<file path="src/rtl/swjSelPkg.sv">
package swjSelPkg;
  typedef struct packed {
    logic shiftBit;   // capture the sampled bit into the word register
    logic dropBits;   // window finished: clear word register and bit count
  } dpStrobes_t;
endpackage

</file>
<file path="src/rtl/swjLineDatapath.sv">
module swjLineDatapath
  import swjSelPkg::*;
#(
  parameter int RUN_MIN = 50,
  parameter int CNT_W   = 6,
  parameter int WORD_W  = 16
) (
  input  logic              clk,
  input  logic              rstN,
  input  logic              lineIn,
  input  dpStrobes_t        strobes,
  output logic              runHit,
  output logic              wordFull,
  output logic [WORD_W-1:0] nextWord
);
  localparam int CNT_MAX = (1 << CNT_W) - 1;
  localparam int BIT_W   = $clog2(WORD_W);

  logic [CNT_W-1:0]  highCnt;
  logic [WORD_W-1:0] shiftReg;
  logic [BIT_W-1:0]  bitCnt;

  // run-length counter of consecutive high samples, saturating
  always_ff @(posedge clk or negedge rstN) begin
    if (!rstN)                            highCnt <= '0;
    else if (!lineIn)                     highCnt <= '0;
    else if (highCnt != CNT_W'(CNT_MAX))  highCnt <= highCnt + CNT_W'(1);
  end

  // this sample completes a run of RUN_MIN highs
  assign runHit = lineIn && (highCnt == CNT_W'(RUN_MIN - 1));

  // LSB-first word: new bit enters at the top and moves down
  assign nextWord = {lineIn, shiftReg[WORD_W-1:1]};
  assign wordFull = (bitCnt == BIT_W'(WORD_W - 1));

  always_ff @(posedge clk or negedge rstN) begin
    if (!rstN) begin
      shiftReg <= '0;
      bitCnt   <= '0;
    end else if (strobes.dropBits) begin
      shiftReg <= '0;
      bitCnt   <= '0;
    end else if (strobes.shiftBit) begin
      shiftReg <= nextWord;
      bitCnt   <= bitCnt + BIT_W'(1);
    end
  end


  cnt_clear_chk: assert property (@(posedge clk) disable iff (!rstN)
    !lineIn |=> highCnt == '0);


  cnt_sat_chk: assert property (@(posedge clk) disable iff (!rstN)
    (lineIn && highCnt == CNT_W'(CNT_MAX)) |=> highCnt == CNT_W'(CNT_MAX));
endmodule

</file>
<file path="src/rtl/swjModeControl.sv">
module swjModeControl
  import swjSelPkg::*;
#(
  parameter int              WORD_W  = 16,
  parameter logic [WORD_W-1:0] TO_SWD  = 16'hE79E,
  parameter logic [WORD_W-1:0] TO_JTAG = 16'hE73C
) (
  input  logic              clk,
  input  logic              rstN,
  input  logic              lineIn,
  input  logic              runHit,
  input  logic              wordFull,
  input  logic [WORD_W-1:0] nextWord,
  output dpStrobes_t        strobes,
  output logic              swdMode,
  output logic              modeChange,
  output logic              lineReset
);
  logic armed;       // a qualifying high run has been seen
  logic collecting;  // word bits are being received
  logic capturing;
  logic wordDone;
  logic wordHit;
  logic [WORD_W-1:0] target;

  // first low after the run is bit 0 of the word
  assign capturing = armed && (collecting || !lineIn);
  assign wordDone  = capturing && wordFull;
  assign target    = swdMode ? TO_JTAG : TO_SWD;
  assign wordHit   = wordDone && (nextWord == target);

  assign strobes.shiftBit = capturing && !wordFull;
  assign strobes.dropBits = wordDone;

  always_ff @(posedge clk or negedge rstN) begin
    if (!rstN) begin
      swdMode    <= 1'b0;
      modeChange <= 1'b0;
      lineReset  <= 1'b0;
      armed      <= 1'b0;
      collecting <= 1'b0;
    end else begin
      modeChange <= wordHit;
      lineReset  <= runHit && swdMode;
      if (wordHit) swdMode <= !swdMode;
      if (wordDone) begin
        armed      <= 1'b0;
        collecting <= 1'b0;
      end else begin
        if (capturing) collecting <= 1'b1;
        if (runHit)    armed      <= 1'b1;
      end
    end
  end


  mode_pulse_chk: assert property (@(posedge clk) disable iff (!rstN)
    (swdMode != $past(swdMode)) |-> modeChange);


  pulse_once_chk: assert property (@(posedge clk) disable iff (!rstN)
    modeChange |=> !modeChange);


  lr_jtag_chk: assert property (@(posedge clk) disable iff (!rstN)
    lineReset |-> swdMode);


  lr_once_chk: assert property (@(posedge clk) disable iff (!rstN)
    lineReset |=> !lineReset);


  disarm_chk: assert property (@(posedge clk) disable iff (!rstN)
    wordDone |=> !armed);
endmodule

</file>
<file path="src/rtl/swjModeSelect.sv">
module swjModeSelect
  import swjSelPkg::*;
#(
  parameter int RUN_MIN = 50,
  parameter int CNT_W   = 6,
  parameter int WORD_W  = 16,
  parameter logic [WORD_W-1:0] TO_SWD  = 16'hE79E,
  parameter logic [WORD_W-1:0] TO_JTAG = 16'hE73C
) (
  input  logic clk,
  input  logic rstN,
  input  logic lineIn,
  output logic swdMode,
  output logic modeChange,
  output logic lineReset
);
  dpStrobes_t        strobes;
  logic              runHit;
  logic              wordFull;
  logic [WORD_W-1:0] nextWord;

  swjLineDatapath #(
    .RUN_MIN(RUN_MIN), .CNT_W(CNT_W), .WORD_W(WORD_W)
  ) i_datapath (
    .clk(clk), .rstN(rstN), .lineIn(lineIn), .strobes(strobes),
    .runHit(runHit), .wordFull(wordFull), .nextWord(nextWord)
  );

  swjModeControl #(
    .WORD_W(WORD_W), .TO_SWD(TO_SWD), .TO_JTAG(TO_JTAG)
  ) i_control (
    .clk(clk), .rstN(rstN), .lineIn(lineIn), .runHit(runHit),
    .wordFull(wordFull), .nextWord(nextWord), .strobes(strobes),
    .swdMode(swdMode), .modeChange(modeChange), .lineReset(lineReset)
  );
endmodule

</file>
<file path="config.mk">
export PLATFORM = sky130hd
export DESIGN_NAME = swjModeSelect
export DESIGN_NICKNAME = d
export VERILOG_FILES = /design/src/rtl/swjSelPkg.sv /design/src/rtl/swjLineDatapath.sv /design/src/rtl/swjModeControl.sv /design/src/rtl/swjModeSelect.sv
export SDC_FILE = /design/constraint.sdc
export NUM_CORES = 1
export LEC_CHECK = 0
export ABC_AREA = 1
export BUFFER_PORTS_ARGS = -buffer_cell sky130_fd_sc_hd__clkbuf_2
export CAP_MARGIN = 15
export CORE_UTILIZATION = 59
export DETAILED_ROUTE_END_ITERATION = 7
export GPL_TIMING_DRIVEN = 0
export HOLD_SLACK_MARGIN = 0.06
export PLACE_DENSITY = 0.77
export SKIP_LAST_GASP = 1
export SLEW_MARGIN = 20
export SYNTH_ARGS = -nofsm -noshare
export SYNTH_HDL_FRONTEND = slang
export SYNTH_SLANG_ARGS = --single-unit
</file>
<file path="constraint.sdc">
create_clock -name clk -period 1.5 [get_ports clk]
set_clock_uncertainty 0.2 [all_clocks]
set_input_delay 0.225 -clock clk [delete_from_list [all_inputs] [get_ports clk]]
set_output_delay 0.225 -clock clk [all_outputs]
set_load 0.05 [all_outputs]
</file>
==> impl.org <==
** Status
- The run finished with clean final reports.

** Final layout
- Number of inserted diodes :: 0
- Layout cell share with drive strength beyond 1 :: 0.236
- In the layout the commonest cells are sky130_fd_sc_hd__nand2_1 (39), sky130_fd_sc_hd__dfrtp_1 (29), sky130_fd_sc_hd__inv_1 (19).
- Once layout is complete, the utilization of the core stands at 0.737.
- At the end of the flow, the number of nets in the layout was around 180.
- Area added between synthesis and finish :: 14.8%
- Most common cell after layout, fill and taps aside :: sky130_fd_sc_hd__nand2_1
- Summing all non-filler instances in the final layout gives an area of roughly 1700 um2.

** Pwr
- For this design the ratio of total power to cell area is between 1500 and 2000 nW/um2.
- Register share of total power :: 0.444
- Net switching power :: roughly 1.2 mW
- Switching portion of total power :: 0.415
- Cell internal power was estimated by the tool at 1.74 mW.
- Clock network fraction of total power :: 0.142
- The share of total power dissipated in combinational logic is 0.414.
- Worst IR Drop VDD :: between 0.0015 and 0.002 V
- For this design the static power due to leakage is 0.809 nW.
- Total power after layout :: 2.98 mW

** Critical path
- Worst endpoint required time :: roughly 1.5 ns
- In this run the worst path has a maximum fanout of 10.
- On the critical path the largest part of the delay comes from buffers and inverters.
- The worst setup path is launched from an input pin.
- Worst path cell trace :: buf_6, dlygate4sd3_1, a21oi_2, buf_4, o21ai_0
- In this design, the stage delay of the slowest critical-path cell is roughly 0.57 ns.
- The largest individual stage delay along the critical path comes from the cell sky130_fd_sc_hd__dlygate4sd3_1.
- Setup slack on the worst reg-to-reg path comes out at 0.08 ns.
- Setup crit end kind :: flip-flop
- Endpoint arrival time on the critical path :: 1.45 ns
- The worst setup path is of the input pin to flip-flop kind.
- Count of buffer and inverter cells on the critical path :: 3

** Global route
- Via count of the first global-routing pass :: about 1000
- Entering global routing, the biggest net connects 31 pins.
- Grt ovf :: 0
- Wire length of the first global-routing pass :: about 4700 um
- In the global route stage, overall resource usage came out at 0.246.
- Antenna violations before repair :: 0

** Timing
- RSZ-0062 raised after global routing :: yes
- The number of pins exceeding their max-slew limit in the final report is 0.
- Hold violation count in the final report :: 0
- Pin slew with the least headroom to its limit :: between 0.7 and 0.8 ns
- Measured against its own limit, the worst slew margin works out to 0.512.
- Finish-stage setup viols :: 0
- In the finished design, the share of the clock period the worst path needs comes to 0.967.
- Final critical path time including I/O delays and setup :: approximately 1.5 ns
- Maximum clock frequency :: between 0.6 and 0.7 GHz
- Fin Hold WS :: between 0.1 and 0.15 ns

** Route
- Wirelength, routed :: 2880 um
- The first detailed-routing pass took 4 iterations.
- In the routed layout, each cell is associated on average with a via count of between 5 and 6.
- DRC violation total after the first TritonRoute iteration :: 27
- After detailed routing, the average wire length per cell comes to approximately 14 um.
- Antenna-violating nets left :: 0
- In the routed design, unresolved DRC markers number 0.
- The final route contains between 1000 and 1500 vias.

** Flow run
- Max_cap viols :: 0

** Floorplanning
- For this design the top-level I/O count stands at 6.
- The die covers between 2000 and 3000 um2.
- Height of the die :: 51.7 um
- The floorplan has 17 rows.
- For this configuration, the core starts out at a cell density of 0.642.
- The region available for standard cell placement spans 2280 um2.
- Measured along the x axis, the die boundary spans around 52 um.

** Yosys
- Synthesized area :: about 1500 um2
- Average cell area after synthesis :: about 9.4 um2
- Register bit total from synthesis :: 30
- Instance count of the mapped netlist :: about 160
- Counting every net in the synthesized netlist gives about 160.
- Yosys printed 0 warnings.
- Sequential-to-total area share from yosys stat :: 0.514
- The number of different library cells used by synthesis comes to 25.

** CTS
- The tree is rooted in a sky130_fd_sc_hd__clkbuf_4.
- Depth of the CTS H-tree :: 2
- The number of clock buffers added by TritonCTS is 5.
- TritonCTS clock tree :: built
- Clock latency on the worst-skew pair, taken at its later pin, is 0.32 ns.
- Clock-pin slew was measured on the worst setup and hold paths at ~0.09 ns.
- Count of clock tree sinks :: 30
- Clock buffer depth :: 2

** Placed design
- The congestion estimate from routability-driven global placement came to around 0.81.
- Count of buffers from port buffering :: 4
- The wire-length estimate of the detail-placed layout is ~1800 um.
- Placed standard-cell area :: roughly 1500 um2

** Min path
- In this run the worst hold path is classified as input pin to flip-flop.
-- final cells by class --
cell class	count	area [um2]
multi-input combinational	103	632
fill	169	599
clock buffer	7	45.0
sequential	30	752
tap	28	35.0
timing repair buffer	13	97.6
timing repair inverter	1	6.26
inverter	22	90.1
buffer	2	18.8
-- cell families after synthesis --
group / share of synthesized area
and+or+nand+nor: 0.245
DFF: 0.514
AOI/OAI and AO/OA: 0.129
buffers and inverters: 0.0745
adders and majority gates: 0.0257
xor gates and xnor gates: 0.0120
-- Yosys cell counts --
cell,number,area share
sky130_fd_sc_hd__inv_2,1,0.0026
sky130_fd_sc_hd__nand3_2,1,0.0069
sky130_fd_sc_hd__nor2_8,2,0.027
sky130_fd_sc_hd__dfrtp_1,30,0.51
sky130_fd_sc_hd__o21ai_0,9,0.031
sky130_fd_sc_hd__a21oi_1,6,0.021
sky130_fd_sc_hd__inv_8,1,0.0077
sky130_fd_sc_hd__nor2_2,1,0.0043
sky130_fd_sc_hd__o22ai_2,5,0.043
sky130_fd_sc_hd__nand3_1,6,0.021
sky130_fd_sc_hd__a21oi_2,1,0.0060
sky130_fd_sc_hd__inv_1,20,0.051
sky130_fd_sc_hd__nor2_1,12,0.031
sky130_fd_sc_hd__nand4_1,7,0.030
sky130_fd_sc_hd__ha_1,3,0.026
sky130_fd_sc_hd__xnor2_1,1,0.0060
sky130_fd_sc_hd__nand2_4,1,0.0077
sky130_fd_sc_hd__nor3_1,1,0.0034
sky130_fd_sc_hd__o21ai_2,4,0.024
sky130_fd_sc_hd__buf_4,1,0.0051
sky130_fd_sc_hd__buf_6,1,0.0077
sky130_fd_sc_hd__xor2_1,1,0.0060
sky130_fd_sc_hd__o22ai_1,1,0.0043
sky130_fd_sc_hd__nand2_1,39,0.10
sky130_fd_sc_hd__nand2_8,1,0.014
-- final timing paths --
check / startpoint / to / depth (start not counted)
worst max-delay path: lineIn / i_datapath.shiftReg[13] / 5
worst min-delay path: lineIn / i_datapath.highCnt[3] / 3
worst max register to register: i_datapath.highCnt[0] / i_datapath.highCnt[1] / 5
worst min register to register: i_datapath.bitCnt[1] / i_datapath.bitCnt[1] / 2
max in group asynchronous: rstN / i_datapath.highCnt[0] / 2
min in group asynchronous: rstN / i_datapath.shiftReg[11] / 2
-- through the flow --
stage | TNS (ns) | worst slack (ns) | std cells
detailed placement | -0.0247 | -0.0247 | 188
floorplan | 0 | 0.0223 | 156
finish | 0 | 0.0499 | 206
global route | -0.0469 | -0.0259 | 206
CTS | 0 | 0.00597 | 200
global placement | -0.0114 | -0.0114 | 188
-- routing by layer --
metal / global-route usage / vias to the layer above / wire length, um
li1: - / 554 / -
met4: 0.0991 / 0 / 48
met2: 0.390 / 24 / 1360
met5: 0 / - / 0
met1: 0.321 / 534 / 1360
met3: 0.0614 / 8 / 112
-- tightest hold or removal path: cells and delay by family --
kind	cells	cell delay [ns]
buffers and inverters	1	0.11
and+or+nand+nor	2	0.25
-- sequential cells by signal, summed over array words and instances (netlist names) --
| register | count |
|---|---|
| i_control.lineReset | 1 |
| i_control.swdMode | 1 |
| i_control.armed | 1 |
| i_datapath.highCnt | 6 |
| i_datapath.bitCnt | 4 |
| i_control.collecting | 1 |
| i_control.modeChange | 1 |
| i_datapath.shiftReg | 15 |
-- power groups by stage --
stage               registers [mW]  clock network (mW)  logic [mW]
floorplan                     1.28                   0       0.875
global placement              1.32                   0        1.02
detailed placement            1.34                   0        1.06
CTS                           1.32               0.437        1.10
global route                  1.35               0.470        1.38
finish                        1.32               0.423        1.23
-- what timing repair did --
item,in CTS,in global routing
resized for setup,0,9
cloned,0,2
hold buffers,4,0
endpoints found under the setup margin,7,22
pin swaps,0,8
endpoints found under the hold margin,37,0
buffers inserted,1,4
(Power assumes the default switching activity.)
